<file path="src/rtl/eye_scan_pkg.sv">
// Shared types for the eye scan controller.
package eye_scan_pkg;

    // Phases of one grid point: idle, settle wait, counting, result held.
    typedef enum logic [1:0] {
        ST_IDLE   = 2'd0,
        ST_SETTLE = 2'd1,
        ST_COUNT  = 2'd2,
        ST_EMIT   = 2'd3
    } scan_state_e;

endpackage

</file>
<file path="src/rtl/eye_grid_stepper.sv">
// Grid coordinate generator.
// Holds the phase and voltage codes. The voltage is the inner index; it
// wraps to zero and carries into the phase. Assumes clear_i and step_i are
// never high together.
module eye_grid_stepper #(
    parameter int PHASE_W = 6,
    parameter int VOLT_W  = 6
) (
    input  logic               clk,
    input  logic               rst_n,
    input  logic               clear_i,
    input  logic               step_i,
    output logic [PHASE_W-1:0] phase_o,
    output logic [VOLT_W-1:0]  volt_o,
    output logic               last_o
);
    localparam logic [VOLT_W-1:0]  V_MAX = {VOLT_W{1'b1}};
    localparam logic [PHASE_W-1:0] P_MAX = {PHASE_W{1'b1}};
    localparam logic [VOLT_W-1:0]  V_ONE = VOLT_W'(1);
    localparam logic [PHASE_W-1:0] P_ONE = PHASE_W'(1);

    logic [PHASE_W-1:0] phase_q;
    logic [VOLT_W-1:0]  volt_q;

    // Advance voltage each step; carry into phase on voltage wrap.
    always_ff @(posedge clk) begin
        if (!rst_n || clear_i) begin
            phase_q <= '0;
            volt_q  <= '0;
        end else if (step_i) begin
            if (volt_q == V_MAX) begin
                volt_q  <= '0;
                phase_q <= phase_q + P_ONE;
            end else begin
                volt_q <= volt_q + V_ONE;
            end
        end
    end

    assign phase_o = phase_q;
    assign volt_o  = volt_q;
    assign last_o  = (phase_q == P_MAX) && (volt_q == V_MAX);
endmodule

</file>
<file path="src/rtl/eye_dwell_timer.sv">
// Shared down-counter for settle and dwell windows.
// A load sets the remaining-cycle value; afterwards it counts down to zero
// and stops there. zero_o marks the last cycle of the loaded window.
module eye_dwell_timer #(
    parameter int W = 16
) (
    input  logic         clk,
    input  logic         rst_n,
    input  logic         load_i,
    input  logic [W-1:0] value_i,
    output logic         zero_o
);
    localparam logic [W-1:0] ONE = W'(1);

    logic [W-1:0] cnt_q;

    // Load has priority; otherwise decrement until zero.
    always_ff @(posedge clk) begin
        if (!rst_n) begin
            cnt_q <= '0;
        end else if (load_i) begin
            cnt_q <= value_i;
        end else if (cnt_q != '0) begin
            cnt_q <= cnt_q - ONE;
        end
    end

    assign zero_o = (cnt_q == '0);
endmodule

</file>
<file path="src/rtl/eye_hit_counter.sv">
// Saturating mismatch counter.
// Counts cycles with en_i and hit_i both high and stops at all-ones.
// clear_i wins over counting.
module eye_hit_counter #(
    parameter int CNT_W = 16
) (
    input  logic             clk,
    input  logic             rst_n,
    input  logic             clear_i,
    input  logic             en_i,
    input  logic             hit_i,
    output logic [CNT_W-1:0] count_o
);
    localparam logic [CNT_W-1:0] C_MAX = {CNT_W{1'b1}};
    localparam logic [CNT_W-1:0] C_ONE = CNT_W'(1);

    logic [CNT_W-1:0] cnt_q;

    // Accumulate hits inside the window, holding at the maximum.
    always_ff @(posedge clk) begin
        if (!rst_n || clear_i) begin
            cnt_q <= '0;
        end else if (en_i && hit_i && (cnt_q != C_MAX)) begin
            cnt_q <= cnt_q + C_ONE;
        end
    end

    assign count_o = cnt_q;
endmodule

</file>
<file path="src/rtl/eye_scan_ctrl.sv">
// Eye opening monitor sweep controller (top).
// Walks the phase/voltage grid and applies the codes. It discards settle
// cycles, then counts main/offset comparator mismatches over an equal dwell
// per point and emits one result per point on a valid/ready port. Assumes
// the comparator bits are already synchronous to clk.
module eye_scan_ctrl
    import eye_scan_pkg::*;
#(
    parameter int PHASE_W  = 6,
    parameter int VOLT_W   = 6,
    parameter int CNT_W    = 16,
    parameter int DWELL_W  = 16,
    parameter int SETTLE_W = 8
) (
    input  logic                clk,
    input  logic                rst_n,
    input  logic                start_i,
    input  logic [SETTLE_W-1:0] settle_len_i,
    input  logic [DWELL_W-1:0]  dwell_len_i,
    input  logic                main_bit_i,
    input  logic                offs_bit_i,
    output logic [PHASE_W-1:0]  phase_code_o,
    output logic [VOLT_W-1:0]   volt_code_o,
    output logic                res_valid_o,
    input  logic                res_ready_i,
    output logic [PHASE_W-1:0]  res_phase_o,
    output logic [VOLT_W-1:0]   res_volt_o,
    output logic [CNT_W-1:0]    res_hits_o,
    output logic                busy_o,
    output logic                done_o
);
    localparam int TMR_W = (DWELL_W > SETTLE_W) ? DWELL_W : SETTLE_W;
    localparam logic [TMR_W-1:0] TMR_ONE = TMR_W'(1);

    scan_state_e         state_q, state_d;
    logic [SETTLE_W-1:0] settle_q;
    logic [DWELL_W-1:0]  dwell_q;
    logic                done_q;
    logic                start_ok, handshake, enter_pt, last_pt;
    logic                use_settle, tmr_zero, tmr_load;
    logic [TMR_W-1:0]    settle_ext, dwell_ext, dwell_m1, tmr_val;
    logic [PHASE_W-1:0]  phase_w;
    logic [VOLT_W-1:0]   volt_w;
    logic [CNT_W-1:0]    hits_w;

    // Decode point boundaries and pick live or captured window lengths.
    always_comb begin
        start_ok   = start_i && (state_q == ST_IDLE);
        handshake  = (state_q == ST_EMIT) && res_ready_i;
        enter_pt   = start_ok || (handshake && !last_pt);
        settle_ext = start_ok ? TMR_W'(settle_len_i) : TMR_W'(settle_q);
        dwell_ext  = start_ok ? TMR_W'(dwell_len_i)  : TMR_W'(dwell_q);
        dwell_m1   = (dwell_ext == '0) ? '0 : dwell_ext - TMR_ONE;
        use_settle = (settle_ext != '0);
    end

    // Reload the window timer at point entry and at settle-to-count.
    always_comb begin
        tmr_load = 1'b0;
        tmr_val  = dwell_m1;
        if (enter_pt) begin
            tmr_load = 1'b1;
            tmr_val  = use_settle ? (settle_ext - TMR_ONE) : dwell_m1;
        end else if ((state_q == ST_SETTLE) && tmr_zero) begin
            tmr_load = 1'b1;
        end
    end

    // Next-state sequencing of one grid point.
    always_comb begin
        state_d = state_q;
        unique case (state_q)
            ST_IDLE:   if (start_ok) state_d = use_settle ? ST_SETTLE : ST_COUNT;
            ST_SETTLE: if (tmr_zero) state_d = ST_COUNT;
            ST_COUNT:  if (tmr_zero) state_d = ST_EMIT;
            ST_EMIT: begin
                if (handshake) begin
                    if (last_pt)         state_d = ST_IDLE;
                    else if (use_settle) state_d = ST_SETTLE;
                    else                 state_d = ST_COUNT;
                end
            end
            default: state_d = ST_IDLE;
        endcase
    end

    // State, captured window lengths and the done pulse.
    always_ff @(posedge clk) begin
        if (!rst_n) begin
            state_q  <= ST_IDLE;
            settle_q <= '0;
            dwell_q  <= '0;
            done_q   <= 1'b0;
        end else begin
            state_q <= state_d;
            done_q  <= handshake && last_pt;
            if (start_ok) begin
                settle_q <= settle_len_i;
                dwell_q  <= dwell_len_i;
            end
        end
    end

    eye_grid_stepper #(
        .PHASE_W (PHASE_W),
        .VOLT_W  (VOLT_W)
    ) u_grid (
        .clk     (clk),
        .rst_n   (rst_n),
        .clear_i (start_ok),
        .step_i  (handshake),
        .phase_o (phase_w),
        .volt_o  (volt_w),
        .last_o  (last_pt)
    );

    eye_dwell_timer #(
        .W (TMR_W)
    ) u_timer (
        .clk     (clk),
        .rst_n   (rst_n),
        .load_i  (tmr_load),
        .value_i (tmr_val),
        .zero_o  (tmr_zero)
    );

    eye_hit_counter #(
        .CNT_W (CNT_W)
    ) u_hits (
        .clk     (clk),
        .rst_n   (rst_n),
        .clear_i (enter_pt),
        .en_i    (state_q == ST_COUNT),
        .hit_i   (main_bit_i ^ offs_bit_i),
        .count_o (hits_w)
    );

    assign phase_code_o = phase_w;
    assign volt_code_o  = volt_w;
    assign res_phase_o  = phase_w;
    assign res_volt_o   = volt_w;
    assign res_hits_o   = hits_w;
    assign res_valid_o  = (state_q == ST_EMIT);
    assign busy_o       = (state_q != ST_IDLE);
    assign done_o       = done_q;
endmodule

</file>
<file path="config.mk">
export PLATFORM = sky130hd
export DESIGN_NAME = eye_scan_ctrl
export DESIGN_NICKNAME = d
export VERILOG_FILES = /design/src/rtl/eye_scan_pkg.sv /design/src/rtl/eye_grid_stepper.sv /design/src/rtl/eye_dwell_timer.sv /design/src/rtl/eye_hit_counter.sv /design/src/rtl/eye_scan_ctrl.sv
export SDC_FILE = /design/constraint.sdc
export NUM_CORES = 1
export LEC_CHECK = 0
export BUFFER_PORTS_ARGS = -buffer_cell sky130_fd_sc_hd__buf_2
export CORE_MARGIN = 1
export CORE_UTILIZATION = 50
export CTS_CLUSTER_DIAMETER = 150
export DETAILED_ROUTE_END_ITERATION = 12
export PLACE_DENSITY = 0.72
export SETUP_SLACK_MARGIN = 0.4
export SYNTH_ARGS = -nofsm -noshare
export SYNTH_HDL_FRONTEND = slang
export SYNTH_SLANG_ARGS = --single-unit
</file>
<file path="constraint.sdc">
create_clock -name clk -period 5.91 [get_ports clk]
set_input_delay 0.591 -clock clk [delete_from_list [all_inputs] [get_ports clk]]
set_output_delay 0.591 -clock clk [all_outputs]
set_load 0.005 [all_outputs]
</file>
Word-level counts from Yosys, hierarchy flattened. Cells that the tools add are included.

Output and inout bits: 43. Bits in registers: 71.

Eq/ne operators: 10. Bitwise logic cells: 1. Add/sub/neg operators: 6. Muxes and demuxes: 17. Reductions and logical operators: 22.

Operator list (count): two-way mux 16 bit (6); zero test 16 bit (2); nonzero test 16 bit (2); subtractor 16 x 1 -> 16 bit, second input constant (2); adder 16 x 1 -> 16 bit, second input constant (1); inequality test 16 bit, second input constant (1); adder 6 x 1 -> 6 bit, second input constant (2); equality test 6 bit, second input constant (2); two-way mux 2 bit (6); subtractor 8 x 1 -> 9 bit, second input constant (1); logical AND 1 bit (8); two-way mux 8 bit (1); one-hot mux 2 bit (4 select lines) (1); two-way mux 6 bit (1); equality test 2 bit, second input constant (2); inequality test 2 x 1 -> 1 bit, second input constant (2); inequality test 2 bit, second input constant (2); AND reduction 4 bit (1); nonzero test 2 bit (2); logical OR 1 bit (3); equality test 2 x 1 -> 1 bit, second input constant (1); zero test 1 bit (2); zero test 2 bit (1); two-way mux 1 bit (2); 2 further kinds (2).

Logic depth before layout (Yosys ltp).
Word-level depth: 8. Depth in mapped cells: 11.

Hierarchy. A second synthesis with hierarchy kept.

Cells, all modules: 530. Area, all modules: 4357.9 µm².

Modules (own cells, without submodules): eye_scan_ctrl (area each 2028.2 µm², cells an instance 255, instances 1); eye_dwell_timer (area each 913.4 µm², cells an instance 112, instances 1); eye_hit_counter (area each 822.0 µm², cells an instance 97, instances 1); eye_grid_stepper (area each 594.3 µm², cells an instance 66, instances 1).

Least setup slack after synthesis. Ideal clock, no wire load.

Path kind: input port to flip-flop. Start: input start_i. End: register u_timer.cnt_q[2]. Required time: 5.824 ns. Path buffers: 2. Stages on the path: 9. Path slack: 3.046 ns. Library setup time: 0.086 ns. Arrival time: 2.778 ns. Cells stage by stage: or3b_1 > buf_2 > buf_1 > mux2i_1 > ha_1 > o21a_2 > nor2_1 > mux2_1 > a211oi_1.

Cells in the longest elaborated chain, start to end: 7.

RTL lines: from (decl) (RTL line eye_scan_ctrl.sv:17) `input logic start_i,`; logical AND 1 bit (*) (RTL line eye_scan_ctrl.sv:48) `start_ok = start_i && (state_q == ST_IDLE);`; two-way mux 16 bit; subtractor 16 x 1 -> 16 bit or zero test 16 bit (tied branches) (RTL line eye_scan_ctrl.sv:53) `dwell_m1 = (dwell_ext == '0) ? '0 : dwell_ext - TMR_ONE;`; two-way mux 16 bit (RTL line eye_scan_ctrl.sv:53); two-way mux 16 bit (RTL line eye_scan_ctrl.sv:63) `tmr_val = use_settle ? (settle_ext - TMR_ONE) : dwell_m1;`; two-way mux 16 bit (RTL line eye_scan_ctrl.sv:61) `if (enter_pt) begin`; two-way mux 16 bit (RTL line eye_dwell_timer.sv:21) `end else if (load_i) begin`; to (signal assigned) (RTL line eye_dwell_timer.sv:22) `cnt_q <= value_i;`; to (signal assigned) (RTL line eye_dwell_timer.sv:24) `cnt_q <= cnt_q - ONE;`; to (decl) (RTL line eye_dwell_timer.sv:15) `logic [W-1:0] cnt_q;`.

Every way passes the cells marked *; elsewhere a longest branch is shown, timed or not. A chain may end at the register's enable or synchronous reset.

Final worst setup path.
Start: register state_q[0]. End: register u_timer.cnt_q[2].

Cells in the longest elaborated chain, start to end: 8.

RTL lines: from (decl) (RTL line eye_scan_ctrl.sv:35) `scan_state_e state_q, state_d;`; from (signal assigned) (RTL line eye_scan_ctrl.sv:95) `state_q <= state_d;`; zero test 2 bit (RTL line eye_scan_ctrl.sv:48); logical AND 1 bit (RTL line eye_scan_ctrl.sv:48); two-way mux 16 bit; subtractor 16 x 1 -> 16 bit or zero test 16 bit (tied branches) (RTL line eye_scan_ctrl.sv:53); two-way mux 16 bit (RTL line eye_scan_ctrl.sv:53); two-way mux 16 bit (RTL line eye_scan_ctrl.sv:63); two-way mux 16 bit (RTL line eye_scan_ctrl.sv:61); two-way mux 16 bit (RTL line eye_dwell_timer.sv:21).

Parallel ways exist; a longest one is shown, timed or not.

==> impl_metrics.json <==
{
  "final_nets": 607,
  "status": "finished clean",
  "hp-class": "register to register",
  "final_layout_size_suffix_gt1_share_pct": 18.09,
  "startpoint_type": "register",
  "grtUsageTotal_pct": 24.36,
  "cap_viol_max_count": 0,
  "critical_path_class": "register to register",
  "reg2reg_setup_slack_ps": 3090,
  "min_from": "settle_q[3]",
  "postRouteWirelength_um": 10490,
  "switching_share_pct": 41.41,
  "async_flop_share_pct": 0,
  "clock_skew_ps": 12.20,
  "synth_warnings": 0,
  "die-width_um": 93.51,
  "synth_flop_cell": "dfxtp_1",
  "clock_path_buffers": 2,
  "syn_area_um2": 4187,
  "numCtsBuffers": 9,
  "cp.required_ps": 6140,
  "grt_first_pass_wirelength_um": 16930,
  "p_int_mw": 1.104,
  "grt_pass1_vias": 3503,
  "utilization_pct": 57.81,
  "overflow": 0,
  "synth_top_cell_by_area": "dfxtp_1",
  "arrival_ps": 3050,
  "period_minus_slack_ps": 2820,
  "report.final.slew_viol_count": 0,
  "met1_usage_pct": 34.79,
  "tns_ps": 0,
  "rsz0062_at_grt": "false",
  "leakagePower_nw": 1.907,
  "reg2reg_depth": 7,
  "antenna_found_initial": 0,
  "cp-end-kind": "register",
  "min_to": "settle_q[3]",
  "max_freq_ghz": 0.3546,
  "core_area_um2": 8175,
  "gr-usage-met2_pct": 36.09,
  "ys_ff_latch": 71,
  "worstReg2RegEnd": "u_timer.cnt_q[2]",
  "ant_nets": 0,
  "synth_edf_count": 0,
  "path_clk_slew_ps": 80,
  "wl_per_cell_um": 15.43,
  "die_h_um": 93.51,
  "initial_utilization_pct": 51.21,
  "syn-num-nets": 557,
  "num_rows": 33,
  "tritoncts": "built",
  "clockRootBuffer": "clkbuf_8",
  "dieArea_um2": 8743,
  "comb_power_share_pct": 43.6,
  "synth.avg_cell_area_um2": 8.051,
  "drtIter0Drc": 256,
  "place_congestion": 0.9054,
  "whs_path_depth": 2,
  "area_growth_pct": 12.88,
  "cts_htree_levels": 3,
  "power_density_nw_per_um2": 398.6,
  "stdcell_area_um2": 4726,
  "p_switching_mw": 0.7801,
  "fillers": 780,
  "use_met3_pct": 4.065,
  "finalSetupViolCount": 0,
  "cts.repair.resized": 0,
  "finalCritPeriodShare_pct": 47.71,
  "gr-max-usage-layer": "met2",
  "yosysMostFrequentCell": "dfxtp_1",
  "dr.pass1.iters": 5,
  "synth_top_area_share_pct": 33.95,
  "critical_path.max_fanout": 12,
  "yosys-top-cells-area": "dfxtp_1, xor2_1, nor2_1, a21oi_1, xnor2_1",
  "clock_power_share_pct": 21.4,
  "vdd_drop_max_uv": 174.7,
  "synth_cell_types": 60,
  "tightest_slew_ps": 1047,
  "synthCells": 520,
  "finalHoldViolCount": 0,
  "seq_power_share_pct": 35.0,
  "synthTopCellsByCount": "dfxtp_1, nor2_1, nand2_1, a21oi_1, xor2_1",
  "grt_max_degree": 42,
  "worstSkewPairLatency_ps": 350,
  "postCtsSetupRepairBufs": 0,
  "drc_errors": 0,
  "io_pins": 73,
  "synth_seq_area_share_pct": 33.95,
  "viasPerCell": 5.834,
  "rr_startpoint": "state_q[0]",
  "placed_cell_area_um2": 4521,
  "num_antenna_cells": 0,
  "slew_headroom_pct": 30.11,
  "clkSinkCount": 71,
  "portBuffers": 72,
  "via_count": 3967,
  "hold_buffers": 0,
  "dp_hpwl_um": 7668
}
[worst max-delay path by stage]
stage / endpoint / start / slack [ps] / cells after the start
after floorplan: u_timer.cnt_q[2] / start_i / 3050 / 9
after global routing: u_timer.cnt_q[2] / state_q[0] / 2960 / 7
after global placement: u_timer.cnt_q[2] / start_i / 3090 / 8
after CTS: u_timer.cnt_q[2] / state_q[0] / 3110 / 7
final: u_timer.cnt_q[2] / state_q[0] / 3090 / 7
after detailed placement: u_timer.cnt_q[2] / start_i / 2940 / 8
[critical path, stage by stage, from the launching register on]
cell,delay (ps)
dfxtp_1,440
or3b_1,550
mux2i_1,230
ha_1,260
o21a_2,180
nor2_1,390
mux2_1,380
a211oi_1,280
[cell families after synthesis]
| kind of cell | share of synthesized area (%) |
|---|---|
| flip-flops | 33.95 |
| AO/OA/AOI/OAI | 16.95 |
| AND/OR/NAND/NOR | 26.81 |
| XOR/XNOR | 11.30 |
| buffers and inverters | 4.812 |
| multiplexers | 4.094 |
| adder cells (fa/ha/maj) | 2.092 |
[metrics by stage]
stage          setup slack [ps]  cells  power (mW)  hold slack (ps)
4_1_cts                    3111    680       1.875            484.9
5_1_grt                    2959    680       1.997            506.7
3_3_place_gp               3088    664       1.456            462.2
3_5_place_dp               2943    664       1.468            473.9
2_1_floorplan              3046    520       1.276            440.5
6_report                   3090    680       1.884            487.2
[registers in the layout (all words and copies together) (netlist names)]
register,count
done_o,1
dwell_q,16
settle_q,8
state_q,2
u_grid.phase_o,6
u_grid.volt_o,6
u_hits.count_o,16
u_timer.cnt_q,16
[final cells by class]
| type | count | area, µm² | area share [%] |
|---|---|---|---|
| tap | 105 | 131.4 | 2.780 |
| inverter | 4 | 15.01 | 0.3177 |
| clock inverter | 6 | 67.56 | 1.430 |
| clock buffer | 10 | 137.6 | 2.912 |
| sequential | 71 | 1421 | 30.08 |
| multi-input combinational | 409 | 2570 | 54.38 |
| timing repair buffer | 75 | 382.9 | 8.102 |
[metal layers]
metal  part of all wire [%]  wire (µm)
met1                     49       5135
met2                     44       4635
met3                    4.7        497
met4                    2.1        222
met5                      0          0
[cells in the final DEF, fill, tap and decap left out, drive strengths merged, types with 2 or more instances in the layout]
cell type / n
inv: 6
nor3: 24
or3: 9
clkbuf: 10
a31oi: 4
o211ai: 6
xor2: 31
clkinvlp: 2
a211oi: 5
and2: 4
or2: 3
and3: 5
a221oi: 4
or3b: 2
nor4: 14
o21ai: 28
nand2: 52
o221ai: 2
or4b: 2
xnor2: 23
nor3b: 3
buf: 75
a21o: 2
nand3: 15
o31ai: 6
or4: 4
o31a: 2
a21oi: 42
nand3b: 2
and4: 4
nor2: 58
o41ai: 2
mux2i: 16
nand4: 14
dfxtp: 71
ha: 7
[power by group through the flow]
| stage | clock network, mW | logic [mW] | registers, mW |
|---|---|---|---|
| after floorplan | 0 | 0.643 | 0.633 |
| after global placement | 0 | 0.791 | 0.665 |
| after detailed placement | 0 | 0.800 | 0.669 |
| after CTS | 0.410 | 0.807 | 0.658 |
| after global routing | 0.429 | 0.897 | 0.671 |
| final | 0.403 | 0.821 | 0.659 |
Power figures use the tool's default switching activity.
